**src/rtl/pwr_pkg.sv**
```systemverilog
package pwr_pkg;
  typedef enum logic [2:0] {
    PM_RUN    = 3'd0,
    PM_SLEEP  = 3'd1,
    PM_STBY   = 3'd2,
    PM_SETTLE = 3'd3,
    PM_DEEP   = 3'd4
  } pmode_t;

  typedef struct packed {
    logic loadSettle;  // start the settling countdown
    logic runSettle;   // countdown active this cycle
    logic latchRam;    // capture RAM cut code on deep entry
  } pstrobe_t;
endpackage

```
**src/rtl/wake_sync.sv**
```systemverilog
module wake_sync #(
  parameter int NUM_IRQ = 16,
  parameter int STAGES  = 2
) (
  input  logic               clk,
  input  logic               rstN,
  input  logic               nmiIn,
  input  logic [NUM_IRQ-1:0] irqIn,
  input  logic [NUM_IRQ-1:0] irqEnable,
  output logic               wakeAny
);
  localparam int W = NUM_IRQ + 1;

  logic [W-1:0] stage [STAGES];

  genvar s;
  generate
    for (s = 0; s < STAGES; s++) begin : g_stage
      if (s == 0) begin : g_first
        always_ff @(posedge clk or negedge rstN)
          if (!rstN) stage[s] <= '0;
          else       stage[s] <= {nmiIn, irqIn};
      end else begin : g_next
        always_ff @(posedge clk or negedge rstN)
          if (!rstN) stage[s] <= '0;
          else       stage[s] <= stage[s-1];
      end
    end
  endgenerate

  logic               nmiSync;
  logic [NUM_IRQ-1:0] irqSync;
  assign {nmiSync, irqSync} = stage[STAGES-1];
  assign wakeAny = nmiSync | (|(irqSync & irqEnable));
endmodule

```
**src/rtl/pwr_ctrl.sv**
```systemverilog
module pwr_ctrl
  import pwr_pkg::*;
(
  input  logic     clk,
  input  logic     rstN,
  input  logic     sleepReq,
  input  logic     stbyEn,
  input  logic     deepEn,
  input  logic     wakeAny,
  input  logic     settleZero,
  output pmode_t   state,
  output pstrobe_t strobe,
  output logic     wakeRelease
);
  pmode_t nextState;

  always_comb begin
    nextState   = state;
    strobe      = '0;
    wakeRelease = 1'b0;
    unique case (state)
      PM_RUN: begin
        if (sleepReq) nextState = stbyEn ? PM_STBY : PM_SLEEP;
      end
      PM_SLEEP: begin
        if (wakeAny) begin
          nextState   = PM_RUN;
          wakeRelease = 1'b1;
        end
      end
      PM_STBY: begin
        if (wakeAny) begin
          nextState         = PM_SETTLE;
          strobe.loadSettle = 1'b1;
        end else if (deepEn) begin
          nextState       = PM_DEEP;
          strobe.latchRam = 1'b1;
        end
      end
      PM_SETTLE: begin
        strobe.runSettle = 1'b1;
        if (settleZero) begin
          nextState   = PM_RUN;
          wakeRelease = 1'b1;
        end
      end
      PM_DEEP: nextState = PM_DEEP;
      default: nextState = PM_RUN;
    endcase
  end

  always_ff @(posedge clk or negedge rstN)
    if (!rstN) state <= PM_RUN;
    else       state <= nextState;
endmodule

```
**src/rtl/pwr_datapath.sv**
```systemverilog
module pwr_datapath
  import pwr_pkg::*;
#(
  parameter int CNT_W   = 16,
  parameter int SEL_W   = 5,
  parameter int BASE_SH = 6,
  parameter int CUT_W   = 3
) (
  input  logic             clk,
  input  logic             rstN,
  input  pmode_t           state,
  input  pstrobe_t         strobe,
  input  logic [SEL_W-1:0] settleSel,
  input  logic [CUT_W-1:0] ramCut,
  output logic             settleZero,
  output logic             cpuClkHalt,
  output logic             periphClkHalt,
  output logic             oscEn,
  output logic             corePwrEn,
  output logic             ramPwrEn,
  output logic             ioHold
);
  localparam logic [CNT_W-1:0] CNT_ONE = CNT_W'(1);

  function automatic logic [CNT_W-1:0] settleLen(input logic [SEL_W-1:0] sel);
    int sh;
    sh = int'(sel) + BASE_SH;
    if (sh >= CNT_W) return '1;
    else             return CNT_ONE << sh;
  endfunction

  logic [CNT_W-1:0] settleCnt;
  logic             ramKeep;

  always_ff @(posedge clk or negedge rstN)
    if (!rstN)                 settleCnt <= '0;
    else if (strobe.loadSettle) settleCnt <= settleLen(settleSel) - CNT_ONE;
    else if (strobe.runSettle && settleCnt != '0) settleCnt <= settleCnt - CNT_ONE;

  assign settleZero = (settleCnt == '0);

  // Only the all-zero code keeps RAM powered; every other code cuts it.
  always_ff @(posedge clk or negedge rstN)
    if (!rstN)               ramKeep <= 1'b1;
    else if (strobe.latchRam) ramKeep <= (ramCut == '0);

  always_comb begin
    cpuClkHalt    = 1'b0;
    periphClkHalt = 1'b0;
    oscEn         = 1'b1;
    corePwrEn     = 1'b1;
    ramPwrEn      = 1'b1;
    ioHold        = 1'b0;
    unique case (state)
      PM_RUN: ;
      PM_SLEEP: cpuClkHalt = 1'b1;
      PM_STBY: begin
        cpuClkHalt    = 1'b1;
        periphClkHalt = 1'b1;
        oscEn         = 1'b0;
        ioHold        = 1'b1;
      end
      PM_SETTLE: begin
        cpuClkHalt    = 1'b1;
        periphClkHalt = 1'b1;
        ioHold        = 1'b1;
      end
      PM_DEEP: begin
        cpuClkHalt    = 1'b1;
        periphClkHalt = 1'b1;
        oscEn         = 1'b0;
        corePwrEn     = 1'b0;
        ramPwrEn      = ramKeep;
        ioHold        = 1'b1;
      end
      default: ;
    endcase
  end
endmodule

```
**src/rtl/stbyPowerCtrl.sv**
```systemverilog
module stbyPowerCtrl
  import pwr_pkg::*;
#(
  parameter int NUM_IRQ = 16,
  parameter int CNT_W   = 16,
  parameter int SEL_W   = 5,
  parameter int CUT_W   = 3
) (
  input  logic               clk,
  input  logic               rstN,
  input  logic               sleepReq,
  input  logic               stbyEn,
  input  logic               deepEn,
  input  logic [SEL_W-1:0]   settleSel,
  input  logic [CUT_W-1:0]   ramCut,
  input  logic               wakeNmi,
  input  logic [NUM_IRQ-1:0] wakeIrq,
  input  logic [NUM_IRQ-1:0] irqEnable,
  output logic [2:0]         powerMode,
  output logic               cpuClkHalt,
  output logic               periphClkHalt,
  output logic               oscEn,
  output logic               corePwrEn,
  output logic               ramPwrEn,
  output logic               ioHold,
  output logic               wakeRelease
);
  logic     wakeAny;
  logic     settleZero;
  pmode_t   state;
  pstrobe_t strobe;

  wake_sync #(.NUM_IRQ(NUM_IRQ), .STAGES(2)) i_sync (
    .clk(clk), .rstN(rstN), .nmiIn(wakeNmi), .irqIn(wakeIrq),
    .irqEnable(irqEnable), .wakeAny(wakeAny)
  );

  pwr_ctrl i_ctrl (
    .clk(clk), .rstN(rstN), .sleepReq(sleepReq), .stbyEn(stbyEn),
    .deepEn(deepEn), .wakeAny(wakeAny), .settleZero(settleZero),
    .state(state), .strobe(strobe), .wakeRelease(wakeRelease)
  );

  pwr_datapath #(.CNT_W(CNT_W), .SEL_W(SEL_W), .CUT_W(CUT_W)) i_dp (
    .clk(clk), .rstN(rstN), .state(state), .strobe(strobe),
    .settleSel(settleSel), .ramCut(ramCut), .settleZero(settleZero),
    .cpuClkHalt(cpuClkHalt), .periphClkHalt(periphClkHalt), .oscEn(oscEn),
    .corePwrEn(corePwrEn), .ramPwrEn(ramPwrEn), .ioHold(ioHold)
  );

  assign powerMode = state;
endmodule

```
**config.mk**
```make
export PLATFORM = sky130hd
export DESIGN_NAME = stbyPowerCtrl
export DESIGN_NICKNAME = d
export VERILOG_FILES = /design/src/rtl/pwr_pkg.sv /design/src/rtl/wake_sync.sv /design/src/rtl/pwr_ctrl.sv /design/src/rtl/pwr_datapath.sv /design/src/rtl/stbyPowerCtrl.sv
export SDC_FILE = /design/constraint.sdc
export NUM_CORES = 1
export LEC_CHECK = 0
export ABC_AREA = 1
export BUFFER_PORTS_ARGS = -buffer_cell sky130_fd_sc_hd__buf_4
export CAP_MARGIN = 20
export CELL_PAD_IN_SITES_DETAIL_PLACEMENT = 0
export CELL_PAD_IN_SITES_GLOBAL_PLACEMENT = 1
export CORE_AREA = 8 8 86 127
export DETAILED_ROUTE_END_ITERATION = 10
export DIE_AREA = 0 0 94 135
export PLACE_DENSITY_LB_ADDON = 0.1
export SLEW_MARGIN = 30
export SYNTH_ARGS = -nofsm -noshare
export SYNTH_HDL_FRONTEND = slang
export SYNTH_SLANG_ARGS = --single-unit
```
**constraint.sdc**
```tcl
create_clock -name clk -period 2.3 [get_ports clk]
set_clock_uncertainty 0.2 [all_clocks]
set_input_delay 0.46 -clock clk [delete_from_list [all_inputs] [get_ports clk]]
set_output_delay 0.46 -clock clk [all_outputs]
set_load 0.03 [all_outputs]
```
==> summary.md <==
| Metric | Value |
|---|---|
| Status | `complete, but fails checks` |
| Failing checks | `setup timing` |
| CP max stage cell | `dfrtp_1` |
| CP top delay family | `buffers and inverters` |
| Post-synthesis sequential area ratio | `0.4368` |
| Ys flop type | `dfrtp_1` |
| Max-Slew Margin vs Limit | `0.5369` |
| Post-Syn Area | `~3100 µm²` |
| Post-route core utilization | `0.4873` |
| Power Density | `1191 nW/µm²` |
| Via-to-Cell Ratio | `4.706` |
| Final worst slack | `-0.1248 ns` |
| Routed Antenna Nets | `0` |
| Final HPWL DP | `between 7 and 8 mm` |
| Post-route DRC | `0` |
| Most frequent CP cell | `buf_4` |
| DRT iter0 DRCs | `~130` |
| CP max stage delay | `~0.36 ns` |
| Clk_lat worst skew | `around 0.30 ns` |
| # fillers | `960` |
| Nets | `roughly 560` |
| Total I/O pin count | `56` |
| Worst setup startpoint | `i_sync.irqSync[15]$_DFF_PN0_` |
| Slew @ Worst Pin | `around 0.7 ns` |
| Post-Route WL | `approximately 9 mm` |
| Setup-failing EPs final | `1` |
| Core area | `~9000 µm²` |
| TritonCTS clock tree | `done` |
| Area occupied by registers | `1353 µm²` |
| Multi-input logic area | `~1700 µm²` |
| Synth warnings | `0` |
| Die width | `94 µm` |
| Crit path DAT | `1.76 ns` |
| Unrepaired setup endpoints after global routing | `true` |
| Vias in the first global route | `between 2000 and 3000` |
| Port bufs | `55` |
| Setup tns final | `-0.1248 ns` |
| Grt ovf | `0` |
| Starting Density | `0.3426` |
| Worst R2R Start | `i_sync.irqSync[15]$_DFF_PN0_` |
| Routed length per placed instance | `14.47 µm` |
| CP Buf/Inv Count | `3` |
| Syn-to-layout area delta | `42.22%` |
| Flop-to-flop setup slack | `0 ns` |
| Syn Area/Cell | `about 7.6 µm²` |
| Global Route Usage Sum | `0.1474` |
| Max Cap Violations | `0` |
| WP data required | `roughly 1.6 ns` |
| DR top layer | `met4` |
| Overall power after layout | `about 5200 µW` |
| Syn_nets | `about 460` |
| Post-synthesis register bit count | `54` |
| Via count | `2932` |
| Fin cells | `623` |
| First-pass GRT wire length | `14.62 mm` |
| Hold Slack | `around 0.0010 ns` |
| DR WL met2 | `roughly 5.0 mm` |
| Hold WC Path Type | `input pin to asynchronous set/reset pin` |
| CP endpoint kind | `output pin` |
| Antenna violations before repair | `0` |
| Leak pwr | `0.002175 µW` |
| Clock H-tree levels | `2` |
| FMAX | `412.4 MHz` |
| Synth Instances | `407` |
| CP Class | `flip-flop to output pin` |
| Startpoint types | `flip-flop` |
| Largest net degree at the start of global routing | `between 50 and 60` |
| Row count | `between 40 and 50` |
| Die ar. | `approximately 13000 µm²` |
| Max VDD drop | `roughly 420 µV` |
| Hold Violations, Final | `0` |
| WL met1 | `3.451 mm` |
| Worst-path cell chain | `a21oi_1 -> nand2_2 -> nor2_4 -> nand3_4 -> buf_12 -> buf_4 -> nand2_1 -> o31ai_2 -> buf_4` |
| CTS Sinks | `54` |
| Final GP Congestion | `a little over 0.9` |
| Clk slew on worst S/H paths | `roughly 0.080 ns` |
| Ant. Diodes | `0` |
| Post-synth ARST share | `1.000` |
| EDFF count, synth | `0` |
| Metal3 WL | `roughly 290 µm` |
| Share of layout cells above drive strength 1 | `0.3855` |
| Post-layout min period | `around 2.4 ns` |
| CTS max path bufs | `2` |
| CTS Hold Bufs | `0` |
| Worst-path maximum fanout | `4` |
| Final Max Slew Viols | `0` |
| Crit share post-route | `1.054` |
| DP Cell Count | `~600` |
| DIE HEIGHT | `135 µm` |
| Initial DRT Pass Iterations | `4` |
| Synth unique cells | `33` |
| TritonCTS buffer count | `5` |
| Clock Tree Root | `clkbuf_16` |
==> where the power goes <==
part           total (µW)  internal [µW]  leakage (µW)  switching (µW)
sequential           1290           1140      0.000640             149
clock                 786            416     0.0000759             370
combinational        3170           1330       0.00146            1840
==> routing by layer <==
layer,GRT usage,vias to the layer above
met5,0,-
met4,0.05846,0
met3,0.03056,14
met2,0.2840,44
met1,0.1456,1368
li1,-,1506
==> state kept, by name, summed over array words and instances (netlist names) <==
name / count
i_sync.irqSync: 16
i_ctrl.state: 3
i_sync.stage: 17
i_dp.settleCnt: 16
i_dp.ramKeep: 1
i_sync.nmiSync: 1
==> cell type report <==
class                      instances  share of cell area
multi-input combinational        298              0.3801
sequential                        54              0.3071
timing repair buffer             109              0.2065
inverter                          42             0.03949
tap                              112             0.03182
clock buffer                       5             0.02841
clock inverter                     3            0.006534
==> cells by family (layout without fill, tap and decap cells) <==
logic type | Yosys count | in the layout | share of synthesized area
buffers and inverters | 55 | 159 | 0.08888
flip-flops | 54 | 54 | 0.4368
adder cells (fa/ha/maj) | 2 | 2 | 0.008080
AND/OR/NAND/NOR | 259 | 259 | 0.3895
AO/OA/AOI/OAI | 36 | 36 | 0.07152
XOR/XNOR | 1 | 1 | 0.005254
==> per-stage QoR <==
step / worst slack (ns) / cell area, µm²
3_3_place_gp: -0.2959 / 3985
5_1_grt: -0.2194 / 4404
4_1_cts: -0.1392 / 4179
2_1_floorplan: -0.02664 / 3138
6_report: -0.1248 / 4404
3_5_place_dp: -0.2935 / 3985
==> what timing repair did <==
item	in CTS	in global routing
setup endpoints to repair	5	15
cloned	0	1
pin swaps	0	12
setup buffers	1	4
resized for setup	8	43
==> synthesized netlist by cell type, types with 3 or more instances <==
cell type	number	area share
a31oi_1	4	0.0081
buf_2	5	0.0081
buf_6	4	0.015
dfrtp_1	53	0.43
inv_1	38	0.046
inv_2	3	0.0036
nand2_1	127	0.15
nand2_2	13	0.026
nand3_1	36	0.058
nand3_2	4	0.013
nand4_1	10	0.020
nor2_1	45	0.055
nor2_2	5	0.010
nor2_4	6	0.022
nor3_1	5	0.0081
nor4_1	4	0.0081
o21ai_0	16	0.026
o21ai_1	4	0.0065
o21ai_2	8	0.023
==> path summary, 6_finish.rpt <==
path | to | cells past startpoint
min in group clk | i_sync.stage[28]$_DFF_PN0_ | 1
min reg2reg | i_sync.irqSync[5]$_DFF_PN0_ | 0
max in group asynchronous | i_sync.irqSync[7]$_DFF_PN0_ | 1
max | wakeRelease | 9
max reg2reg | i_dp.settleCnt[10]$_DFFE_PN0P_ | 14
min | i_dp.settleCnt[12]$_DFFE_PN0P_ | 1
==> cell usage in the layout (no fill, tap or decap) <==
cell	instances
nand2_1	118
buf_4	100
dfrtp_1	53
nor2_1	36
inv_1	33
nand3_1	31
nand2_2	17
o21ai_0	14
nor2_4	12
nand4_1	10
o21ai_2	9
nor2_2	8
inv_2	7
nand2_4	6
nand3_2	6
clkbuf_16	6
nor3_1	5
o21ai_1	5
buf_12	5
nand3_4	4
a31oi_1	4
buf_6	3
a21oi_1	2
nor4_1	2
nor4_2	2
ha_4	2
clkinv_4	2
inv_4	1
nand4_2	1
xnor2_4	1
o31ai_2	1
or2_2	1
bufinv_8	1
o41ai_1	1
inv_8	1
dfstp_2	1
No activity file was read; power rests on OpenSTA's default activity.
